<file path="config.mk">
export PLATFORM = sky130hd
export DESIGN_NAME = serial_pin_driver
export DESIGN_NICKNAME = d
export VERILOG_FILES = /design/src/rtl/spd_pkg.sv /design/src/rtl/spd_ctl_sampler.sv /design/src/rtl/spd_shift_chain.sv /design/src/rtl/spd_latch_bank.sv /design/src/rtl/spd_pin_stage.sv /design/src/rtl/spd_return_mux.sv /design/src/rtl/serial_pin_driver.sv
export SDC_FILE = /design/constraint.sdc
export NUM_CORES = 1
export LEC_CHECK = 0
export BUFFER_PORTS_ARGS = -buffer_cell sky130_fd_sc_hd__buf_2
export CAP_MARGIN = 0
export CORE_ASPECT_RATIO = 0.75
export CORE_MARGIN = 2
export CORE_UTILIZATION = 27
export DETAILED_ROUTE_END_ITERATION = 16
export PLACE_DENSITY_LB_ADDON = 0.08
export SYNTH_ARGS = -nofsm -noshare
export SYNTH_HDL_FRONTEND = slang
export SYNTH_SLANG_ARGS = --single-unit
</file>
<file path="constraint.sdc">
create_clock -name clk -period 2.15 [get_ports clk]
set_input_delay 0.43 -clock clk [delete_from_list [all_inputs] [get_ports clk]]
set_output_delay 0.43 -clock clk [all_outputs]
set_load 0.005 [all_outputs]
</file>
<file path="src/rtl/spd_pkg.sv">
package spd_pkg;

  // Control lines as seen after the input register stage
  typedef struct packed {
    logic sclk;
    logic sdat;
    logic dir_stb;
    logic val_stb;
    logic sel_stb;
    logic oe;
  } ctl_t;

  // One-cycle events derived from rising edges
  typedef struct packed {
    logic shift;
    logic dir_ld;
    logic val_ld;
    logic sel_ld;
  } evt_t;

  localparam int EDGE_N = 4;

endpackage

</file>
<file path="src/rtl/spd_ctl_sampler.sv">
module spd_ctl_sampler
  import spd_pkg::*;
(
  input  logic clk,
  input  logic rst,
  input  ctl_t ctl_in,
  output logic sdat_q,
  output logic oe_q,
  output evt_t evt
);

  ctl_t              q1;
  logic [EDGE_N-1:0] lvl_q1;
  logic [EDGE_N-1:0] lvl_q2;
  logic [EDGE_N-1:0] rise;

  // First stage: register every host line on the block clock
  always_ff @(posedge clk) begin
    if (rst) q1 <= '0;
    else     q1 <= ctl_in;
  end

  assign lvl_q1 = {q1.sclk, q1.dir_stb, q1.val_stb, q1.sel_stb};

  // Second stage holds the previous level for edge detection
  always_ff @(posedge clk) begin
    if (rst) lvl_q2 <= '0;
    else     lvl_q2 <= lvl_q1;
  end

  genvar g;
  generate
    for (g = 0; g < EDGE_N; g++) begin : g_edge
      assign rise[g] = lvl_q1[g] & ~lvl_q2[g];
    end
  endgenerate

  assign evt.shift  = rise[3];
  assign evt.dir_ld = rise[2];
  assign evt.val_ld = rise[1];
  assign evt.sel_ld = rise[0];
  assign sdat_q     = q1.sdat;
  assign oe_q       = q1.oe;

endmodule

</file>
<file path="src/rtl/spd_shift_chain.sv">
module spd_shift_chain #(
  parameter int WIDTH = 14
) (
  input  logic             clk,
  input  logic             rst,
  input  logic             shift,
  input  logic             din,
  output logic [WIDTH-1:0] sr
);

  // New bit enters at bit 0, older bits move toward the top
  always_ff @(posedge clk) begin
    if (rst)        sr <= '0;
    else if (shift) sr <= {sr[WIDTH-2:0], din};
  end

endmodule

</file>
<file path="src/rtl/spd_latch_bank.sv">
module spd_latch_bank
  import spd_pkg::*;
#(
  parameter int WIDTH = 14,
  parameter int SEL_W = 4
) (
  input  logic             clk,
  input  logic             rst,
  input  evt_t             evt,
  input  logic [WIDTH-1:0] sr,
  output logic [WIDTH-1:0] dir_q,
  output logic [WIDTH-1:0] val_q,
  output logic [SEL_W-1:0] sel_q
);

  // Each register reads the shift register value present before this
  // edge, so a shift in the same cycle does not reach the latched word.
  always_ff @(posedge clk) begin
    if (rst)             dir_q <= '0;
    else if (evt.dir_ld) dir_q <= sr;
  end

  always_ff @(posedge clk) begin
    if (rst)             val_q <= '0;
    else if (evt.val_ld) val_q <= sr;
  end

  always_ff @(posedge clk) begin
    if (rst)             sel_q <= '0;
    else if (evt.sel_ld) sel_q <= sr[SEL_W-1:0];
  end

endmodule

</file>
<file path="src/rtl/spd_pin_stage.sv">
module spd_pin_stage #(
  parameter int WIDTH = 14
) (
  input  logic             clk,
  input  logic             rst,
  input  logic             oe,
  input  logic [WIDTH-1:0] dir_q,
  input  logic [WIDTH-1:0] val_q,
  output logic [WIDTH-1:0] pin_oe,
  output logic [WIDTH-1:0] pin_out
);

  genvar i;
  generate
    for (i = 0; i < WIDTH; i++) begin : g_pin
      // Registered enable and level per socket pin
      always_ff @(posedge clk) begin
        if (rst) begin
          pin_oe[i]  <= 1'b0;
          pin_out[i] <= 1'b0;
        end else begin
          pin_oe[i]  <= oe & dir_q[i];
          pin_out[i] <= oe & dir_q[i] & val_q[i];
        end
      end
    end
  endgenerate

endmodule

</file>
<file path="src/rtl/spd_return_mux.sv">
module spd_return_mux #(
  parameter int WIDTH = 14,
  parameter int SEL_W = 4
) (
  input  logic             clk,
  input  logic             rst,
  input  logic [WIDTH-1:0] pin_in,
  input  logic [SEL_W-1:0] sel,
  output logic             ret
);

  logic [WIDTH-1:0] pin_q;
  logic             pick;

  always_ff @(posedge clk) begin
    if (rst) pin_q <= '0;
    else     pin_q <= pin_in;
  end

  // Indices with no pin behind them leave pick at 0
  always_comb begin
    pick = 1'b0;
    for (int k = 0; k < WIDTH; k++) begin
      if (sel == SEL_W'(k)) pick = pin_q[k];
    end
  end

  always_ff @(posedge clk) begin
    if (rst) ret <= 1'b0;
    else     ret <= pick;
  end

endmodule

</file>
<file path="src/rtl/serial_pin_driver.sv">
module serial_pin_driver
  import spd_pkg::*;
#(
  parameter int PIN_COUNT = 14,
  localparam int SEL_W    = $clog2(PIN_COUNT)
) (
  input  logic                 clk,
  input  logic                 sync_rst,
  input  logic                 ser_data,
  input  logic                 ser_clk,
  input  logic                 dir_stb,
  input  logic                 val_stb,
  input  logic                 sel_stb,
  input  logic                 out_en,
  input  logic [PIN_COUNT-1:0] pin_in,
  output logic [PIN_COUNT-1:0] pin_oe,
  output logic [PIN_COUNT-1:0] pin_out,
  output logic                 ret_level
);

  ctl_t                 ctl_raw;
  evt_t                 evt;
  logic                 sdat_q;
  logic                 oe_q;
  logic                 shift_ev;
  logic                 dir_ld;
  logic [PIN_COUNT-1:0] sr_q;
  logic [PIN_COUNT-1:0] dir_q;
  logic [PIN_COUNT-1:0] val_q;
  logic [SEL_W-1:0]     sel_q;

  assign ctl_raw.sclk    = ser_clk;
  assign ctl_raw.sdat    = ser_data;
  assign ctl_raw.dir_stb = dir_stb;
  assign ctl_raw.val_stb = val_stb;
  assign ctl_raw.sel_stb = sel_stb;
  assign ctl_raw.oe      = out_en;

  assign shift_ev = evt.shift;
  assign dir_ld   = evt.dir_ld;

  spd_ctl_sampler u_sampler (
    .clk    (clk),
    .rst    (sync_rst),
    .ctl_in (ctl_raw),
    .sdat_q (sdat_q),
    .oe_q   (oe_q),
    .evt    (evt)
  );

  spd_shift_chain #(.WIDTH(PIN_COUNT)) u_shift (
    .clk   (clk),
    .rst   (sync_rst),
    .shift (shift_ev),
    .din   (sdat_q),
    .sr    (sr_q)
  );

  spd_latch_bank #(.WIDTH(PIN_COUNT), .SEL_W(SEL_W)) u_latch (
    .clk   (clk),
    .rst   (sync_rst),
    .evt   (evt),
    .sr    (sr_q),
    .dir_q (dir_q),
    .val_q (val_q),
    .sel_q (sel_q)
  );

  spd_pin_stage #(.WIDTH(PIN_COUNT)) u_pins (
    .clk     (clk),
    .rst     (sync_rst),
    .oe      (oe_q),
    .dir_q   (dir_q),
    .val_q   (val_q),
    .pin_oe  (pin_oe),
    .pin_out (pin_out)
  );

  spd_return_mux #(.WIDTH(PIN_COUNT), .SEL_W(SEL_W)) u_ret (
    .clk    (clk),
    .rst    (sync_rst),
    .pin_in (pin_in),
    .sel    (sel_q),
    .ret    (ret_level)
  );

endmodule

</file>
==> impl_metrics.yaml, run 1 <==
pwr:
  p_leak_nw: 1.579
  p_seq_share_pct: 53.0
  intPower_w: 0.002819
  comb_power_share_pct: 3.2
  swShare_pct: 20.04
  p_per_area_nw_per_um2: 905.9
  p_total_w: 0.003525
  peakVddDrop_v: 0.0003513
  switchingPower_w: 0.0007065
  clockPowerShare_pct: 43.8
sta:
  setup_viol: 0
  fin_crit_ns: 1.372
  rsz0062_at_grt: "no"
  fmax_mhz: 728.9
  finalHoldViolCount: 0
  period_share_pct: 63.81
  finClkSkew_ns: 0.006057
  worst_pin_slew_ns: 0.6563
  setup-tns-final_ns: 0
  timing.final.ws_setup_ns: 0.7781
  drv_slew: 0
  max-slew-margin-rel_pct: 56.25
  fin_hold_ws_ns: 0.3019
detailed_routing:
  drc: 0
  antenna_left: 0
  vias_per_cell: 4.086
  wirelength_microns: 6306
  vias: 2239
  drt_iter0_markers: 152
  wire_per_inst_microns: 11.51
  dr.pass1.iters: 4
setup_path:
  critPathLaunchType: "flop"
  critPathKind: "flop to flop"
  critical-path-max-stage-delay_ns: 0.50
  crit_chain: "mux2_4 -> o32ai_1 -> a221o_1 -> a31oi_1"
  cp.required_ns: 2.41
  cp_data_arrival_time_ns: 1.64
  critPathSlowestCell: "dfxtp_1"
  cp.buffers_inverters: 0
  critPathMaxFanout: 9
  critPathLaunch: "u_latch.sel_q[0]"
  r2r_start: "u_latch.sel_q[0]"
  end_kind: "flop"
  cp_top_family: "compound AO/OA/AOI/OAI gates"
layout:
  fin_area_sq_um: 3891
  multi_input_area_sq_um: 1109
  final_cell_mix: "99 x dfxtp_1, 87 x nand2_1, 50 x buf_2, 42 x a21oi_1, 28 x nor2b_1"
  layout-drive-gt1-share_pct: 18.13
  n_fill_cell: 1268
  mostFrequentLayoutCell: "dfxtp_1"
  area_growth_pct: 21.48
  diodes: 0
  nets: 405
  regArea_sq_um: 1982
clock_tree:
  clock_latency_ns: 0.33
  cts_resized: 0
  numCtsBuffers: 9
  ctsHoldBuffers: 0
  tritoncts: "built"
  post_cts_buffers: 0
  h-tree-depth: 3
  clock-root-buffer: "clkbuf_16"
  clk_pin_slew_ns: 0.06
  cts_buffer_depth: 2
  cts.sinks: 99
floorplanning:
  die_w_microns: 129.8
  start_util_pct: 27.68
  core_sq_um: 11570
  io_pins: 51
  dieArea_sq_um: 12760
  die_h_microns: 98.33
  rows: 34
global_routing:
  grt_overflow: 0
  grt_max_degree: 59
  antenna_found_initial: 0
  grt_pass1_vias: 2113
  track_usage_pct: 10.78
  grt_pass1_wl_microns: 10520
worst_hold_path:
  hp-start: "pin_in[12]"
  hold_class: "input pin to flop"
yosys:
  synth.distinct_cells: 29
  yosysTopAreaCellShare_pct: 61.88
  yosys_register_bits: 99
  yosysTopAreaCell: "dfxtp_1"
  synthTopCellsByArea: "dfxtp_1 62%, nand2_1 10%, a21oi_1 6.6%"
  synth_nets: 361
  synth.avg_cell_area_sq_um: 9.449
  synth_area_sq_um: 3203
  yosysSeqAreaShare_pct: 61.87
  yosysWarnings: 0
  syn_inst: 339
place:
  dpl.hpwl_microns: 4011
  gp_congestion: 0.6899
  io_buffers: 50
  dpl_worst_slack_ns: 0.7725
  placedInstanceArea_sq_um: 3608
job:
  max_cap_violations: 0
run_status:
  status: "complete, no violations"
cells by family after synthesis:
family / synth area share [%]
AO/OA/AOI/OAI: 9.102
multiplexers: 2.031
buffers and inverters: 3.515
flip-flops: 61.87
AND/OR/NAND/NOR: 23.48
power groups by stage:
stage          logic [W]  clock network [W]  registers (W)
2_1_floorplan  0.0000712                  0        0.00191
3_3_place_gp    0.000115                  0        0.00191
3_5_place_dp    0.000117                  0        0.00191
4_1_cts         0.000117            0.00161        0.00187
5_1_grt         0.000128            0.00169        0.00187
6_report        0.000112            0.00154        0.00187
registers in the layout, indices dropped and copies added (netlist names):
register and flops:
u_sampler.sdat_q 1, u_pins.pin_oe 14, u_shift.sr 14, u_pins.pin_out 14
u_latch.val_q 14, u_latch.dir_q 14, u_sampler.oe_q 1, u_ret.pin_q 14
u_ret.ret 1, u_latch.sel_q 4, u_sampler.lvl_q2 4, u_sampler.lvl_q1 4
worst paths after layout:
check                    endpoint  slack [ns]  depth (start not counted)
setup / recovery        u_ret.ret        0.78                          4
hold / removal    u_ret.pin_q[12]        0.30                          2
setup reg to reg        u_ret.ret        0.78                          4
hold reg to reg     u_shift.sr[0]        0.45                          2
synth_stat cells:
master / count
dfxtp_1: 99
nand2_1: 87
a21oi_1: 42
nor2b_1: 28
and2_1: 14
and3_1: 14
clkbuf_1: 11
buf_2: 5
mux2i_1: 5
buf_1: 4
inv_1: 4
nand2b_1: 4
nor2_1: 4
a31oi_1: 2
o31ai_1: 2
a221o_1: 1
a311oi_1: 1
and2_2: 1
and3b_1: 1
buf_6: 1
clkbuf_2: 1
mux2_4: 1
nand3b_1: 1
nand4_1: 1
nor3_1: 1
o2111ai_1: 1
o221ai_1: 1
o311ai_0: 1
o32ai_1: 1
per-layer routing:
layer / wire [microns] / vias to the layer above / global-route usage [%]
met2: 2521 / 53 / 14.82
li1: - / 1182 / -
met4: 84 / 0 / 3.226
met5: 0 / - / 0
met3: 348 / 5 / 4.877
met1: 3352 / 999 / 15.06
final cells by class:
cell class | count | area share (%)
clock buffers | 11 | 6.238
clock inverters | 3 | 1.029
inverters | 4 | 0.3859
multi-input cells | 214 | 28.49
flip-flops and latches | 99 | 50.93
well taps | 162 | 5.209
repair buffers | 55 | 7.717
per-stage QoR:
| stage | instances | util (%) |
|---|---|---|
| after floorplan | 339 | - |
| after global placement | 534 | 31.19 |
| after detailed placement | 534 | 31.19 |
| after CTS | 548 | 33.63 |
| after global routing | 548 | 33.63 |
| final | 548 | 33.63 |
Power figures use the tool's default switching activity.
==> run 2, diff against run 1 <==
--- a/config.mk
+++ b/config.mk
@@ -5,6 +5,7 @@
 export SDC_FILE = /design/constraint.sdc
 export NUM_CORES = 1
 export LEC_CHECK = 0
+export ABC_AREA = 1
 export BUFFER_PORTS_ARGS = -buffer_cell sky130_fd_sc_hd__buf_2
 export CAP_MARGIN = 0
 export CORE_ASPECT_RATIO = 0.75
==> constraint.sdc (replaced) <==
create_clock -name clk -period 1.2 [get_ports clk]
set_input_delay 0.24 -clock clk [delete_from_list [all_inputs] [get_ports clk]]
set_output_delay 0.24 -clock clk [all_outputs]
set_load 0.005 [all_outputs]
==> run 2 against run 1 <==
Sequential share of layout area is 0.96 points lower. Sequential cell count stayed put. Final cell count is 8.0% higher. Die area is 0.26% higher. First-iteration DRC count is 39% lower. Setup slack worse by 0.67 ns. Count of clock-buffer cells in the layout is 1 lower.
==> impl_metrics.yaml, run 2 <==
sta:
  finalHoldViolCount: 0
  worst_pin_slew_ns: 0.3536
  finClkSkew_ns: 0.004164
  rsz0062_at_grt: "no"
  period_share_pct: 90.82
  drv_slew: 0
  setup-tns-final_ns: 0
  fin_hold_ws_ns: 0.09057
  setup_viol: 0
  max-slew-margin-rel_pct: 76.21
  fmax_mhz: 917.6
  fin_crit_ns: 1.090
layout:
  final_cell_mix: "97 x dfxtp_1, 83 x nor2_1, 50 x buf_2, 41 x inv_1, 41 x o21ai_1"
  multi_input_area_sq_um: 952.2
  diodes: 0
  fin_util_pct: 34.24
  n_fill_cell: 1237
  area_growth_pct: 23.80
  nets: 447
  mostFrequentLayoutCell: "dfxtp_1"
  layout-drive-gt1-share_pct: 20.23
  fin_area_sq_um: 3976
  regArea_sq_um: 1987
setup_path:
  cp.required_ns: 1.49
  end_kind: "flop"
  critPathLaunchType: "flop"
  cp_data_arrival_time_ns: 1.38
  critPathMaxFanout: 7
  critPathKind: "flop to flop"
global_routing:
  antenna_found_initial: 0
  track_usage_pct: 11.16
  grt_pass1_vias: 2273
  grt_max_degree: 48
  grt_overflow: 0
  grt_pass1_wl_microns: 10960
worst_hold_path:
  hold_class: "input pin to flop"
yosys:
  yosysTopAreaCellShare_pct: 61.71
  synth_most_common_cell: "dfxtp_1"
  synth_enable_flop_cells: 0
  async_flop_share_pct: 0
  synth.distinct_cells: 18
  synth_nets: 398
  yosysWarnings: 0
  netlist_top_cells_count: "99 x dfxtp_1, 84 x nor2_1, 41 x inv_1, 41 x o21ai_1"
  ys.flop_type: "dfxtp_1"
  syn_inst: 376
  synth.avg_cell_area_sq_um: 8.542
  synth_area_sq_um: 3212
  yosysSeqAreaShare_pct: 61.71
  synthTopCellsByArea: "dfxtp_1 62%, nor2_1 9.8%, o21ai_1 6.4%"
  yosys_register_bits: 99
  yosysTopAreaCell: "dfxtp_1"
place:
  dpl.hpwl_microns: 4160
  placedInstanceArea_sq_um: 3638
  io_buffers: 50
  gp_congestion: 0.8380
job:
  max_cap_violations: 0
pwr:
  p_per_area_nw_per_um2: 1775
  p_total_w: 0.007056
  peakVddDrop_v: 0.0007406
  p_leak_nw: 1.821
floorplanning:
  dieArea_sq_um: 12790
  die_h_microns: 98.46
  die_w_microns: 129.9
  core_sq_um: 11610
  rows: 34
  io_pins: 51
  start_util_pct: 27.66
detailed_routing:
  antenna_left: 0
  vias_per_cell: 3.985
  drc: 0
  wire_per_inst_microns: 10.99
  drt_iter0_markers: 93
  wirelength_microns: 6505
  vias: 2359
  dr.pass1.iters: 5
clock_tree:
  clock-root-buffer: "clkbuf_16"
  clock_latency_ns: 0.34
  h-tree-depth: 3
  numCtsBuffers: 9
  ctsHoldBuffers: 0
  post_cts_buffers: 0
  cts.sinks: 99
  cts_buffer_depth: 2
  clk_pin_slew_ns: 0.07
  tritoncts: "built"
  cts_resized: 0
run_status:
  status: "complete, no violations"
run 2: changes by cell type in the layout (fill, tap and decap cells not counted), sizes merged, moves of 3 or more:
cell and delta:
nor2 +83, nand2b -4, inv +47, a21oi -24
o21ai +46, and3 -14, mux2i -5, nand4 +3
nor3 +14, nand2 -69, nor2b -28, nand3 +7
run 2: final cells by class:
class	count	share of cell area, %
inverters	51	4.877
multi-input cells	209	23.95
clock buffers	10	6.010
repair buffers	55	7.867
clock inverters	6	2.234
well taps	162	5.098
flip-flops and latches	99	49.97
run 2: cell families after synthesis:
kind of cell           synth area share, %
buffers and inverters                8.726
flip-flops                           61.71
AND/OR/NAND/NOR                      19.59
AO/OA/AOI/OAI                        9.973
run 2: per-stage QoR:
step           setup WS [ns]  cells
6_report              0.1101    592
5_1_grt             0.002715    592
4_1_cts              0.01644    592
3_5_place_dp         0.02496    576
3_3_place_gp         0.05445    576
2_1_floorplan         0.1423    376
run 2: layer usage:
layer	wire length, microns	track usage (%)
met5	0	0
met4	122	4.715
met3	318	4.289
met2	2461	15.26
met1	3603	15.61
run 2: where the power goes:
group | switching (W) | internal (W)
clock | 0.00123 | 0.00188
sequential | 0.0000912 | 0.00344
combinational | 0.000254 | 0.000161
run 2: path summary, 6_finish.rpt:
kind	from	end	slack (ns)	cells past startpoint
min reg2reg	u_sampler.lvl_q1[2]	u_sampler.lvl_q2[2]	0.42	2
max reg2reg	u_latch.sel_q[3]	u_ret.ret	0.11	6
max	u_latch.sel_q[3]	u_ret.ret	0.11	6
min	pin_in[10]	u_ret.pin_q[10]	0.09	3
run 2: critical path: stages (launching register included):
cell,delay (ns)
dfxtp_1,0.47
inv_1,0.11
nor3_1,0.17
nand3_1,0.10
nand4_1,0.09
nand2_1,0.05
inv_1,0.04
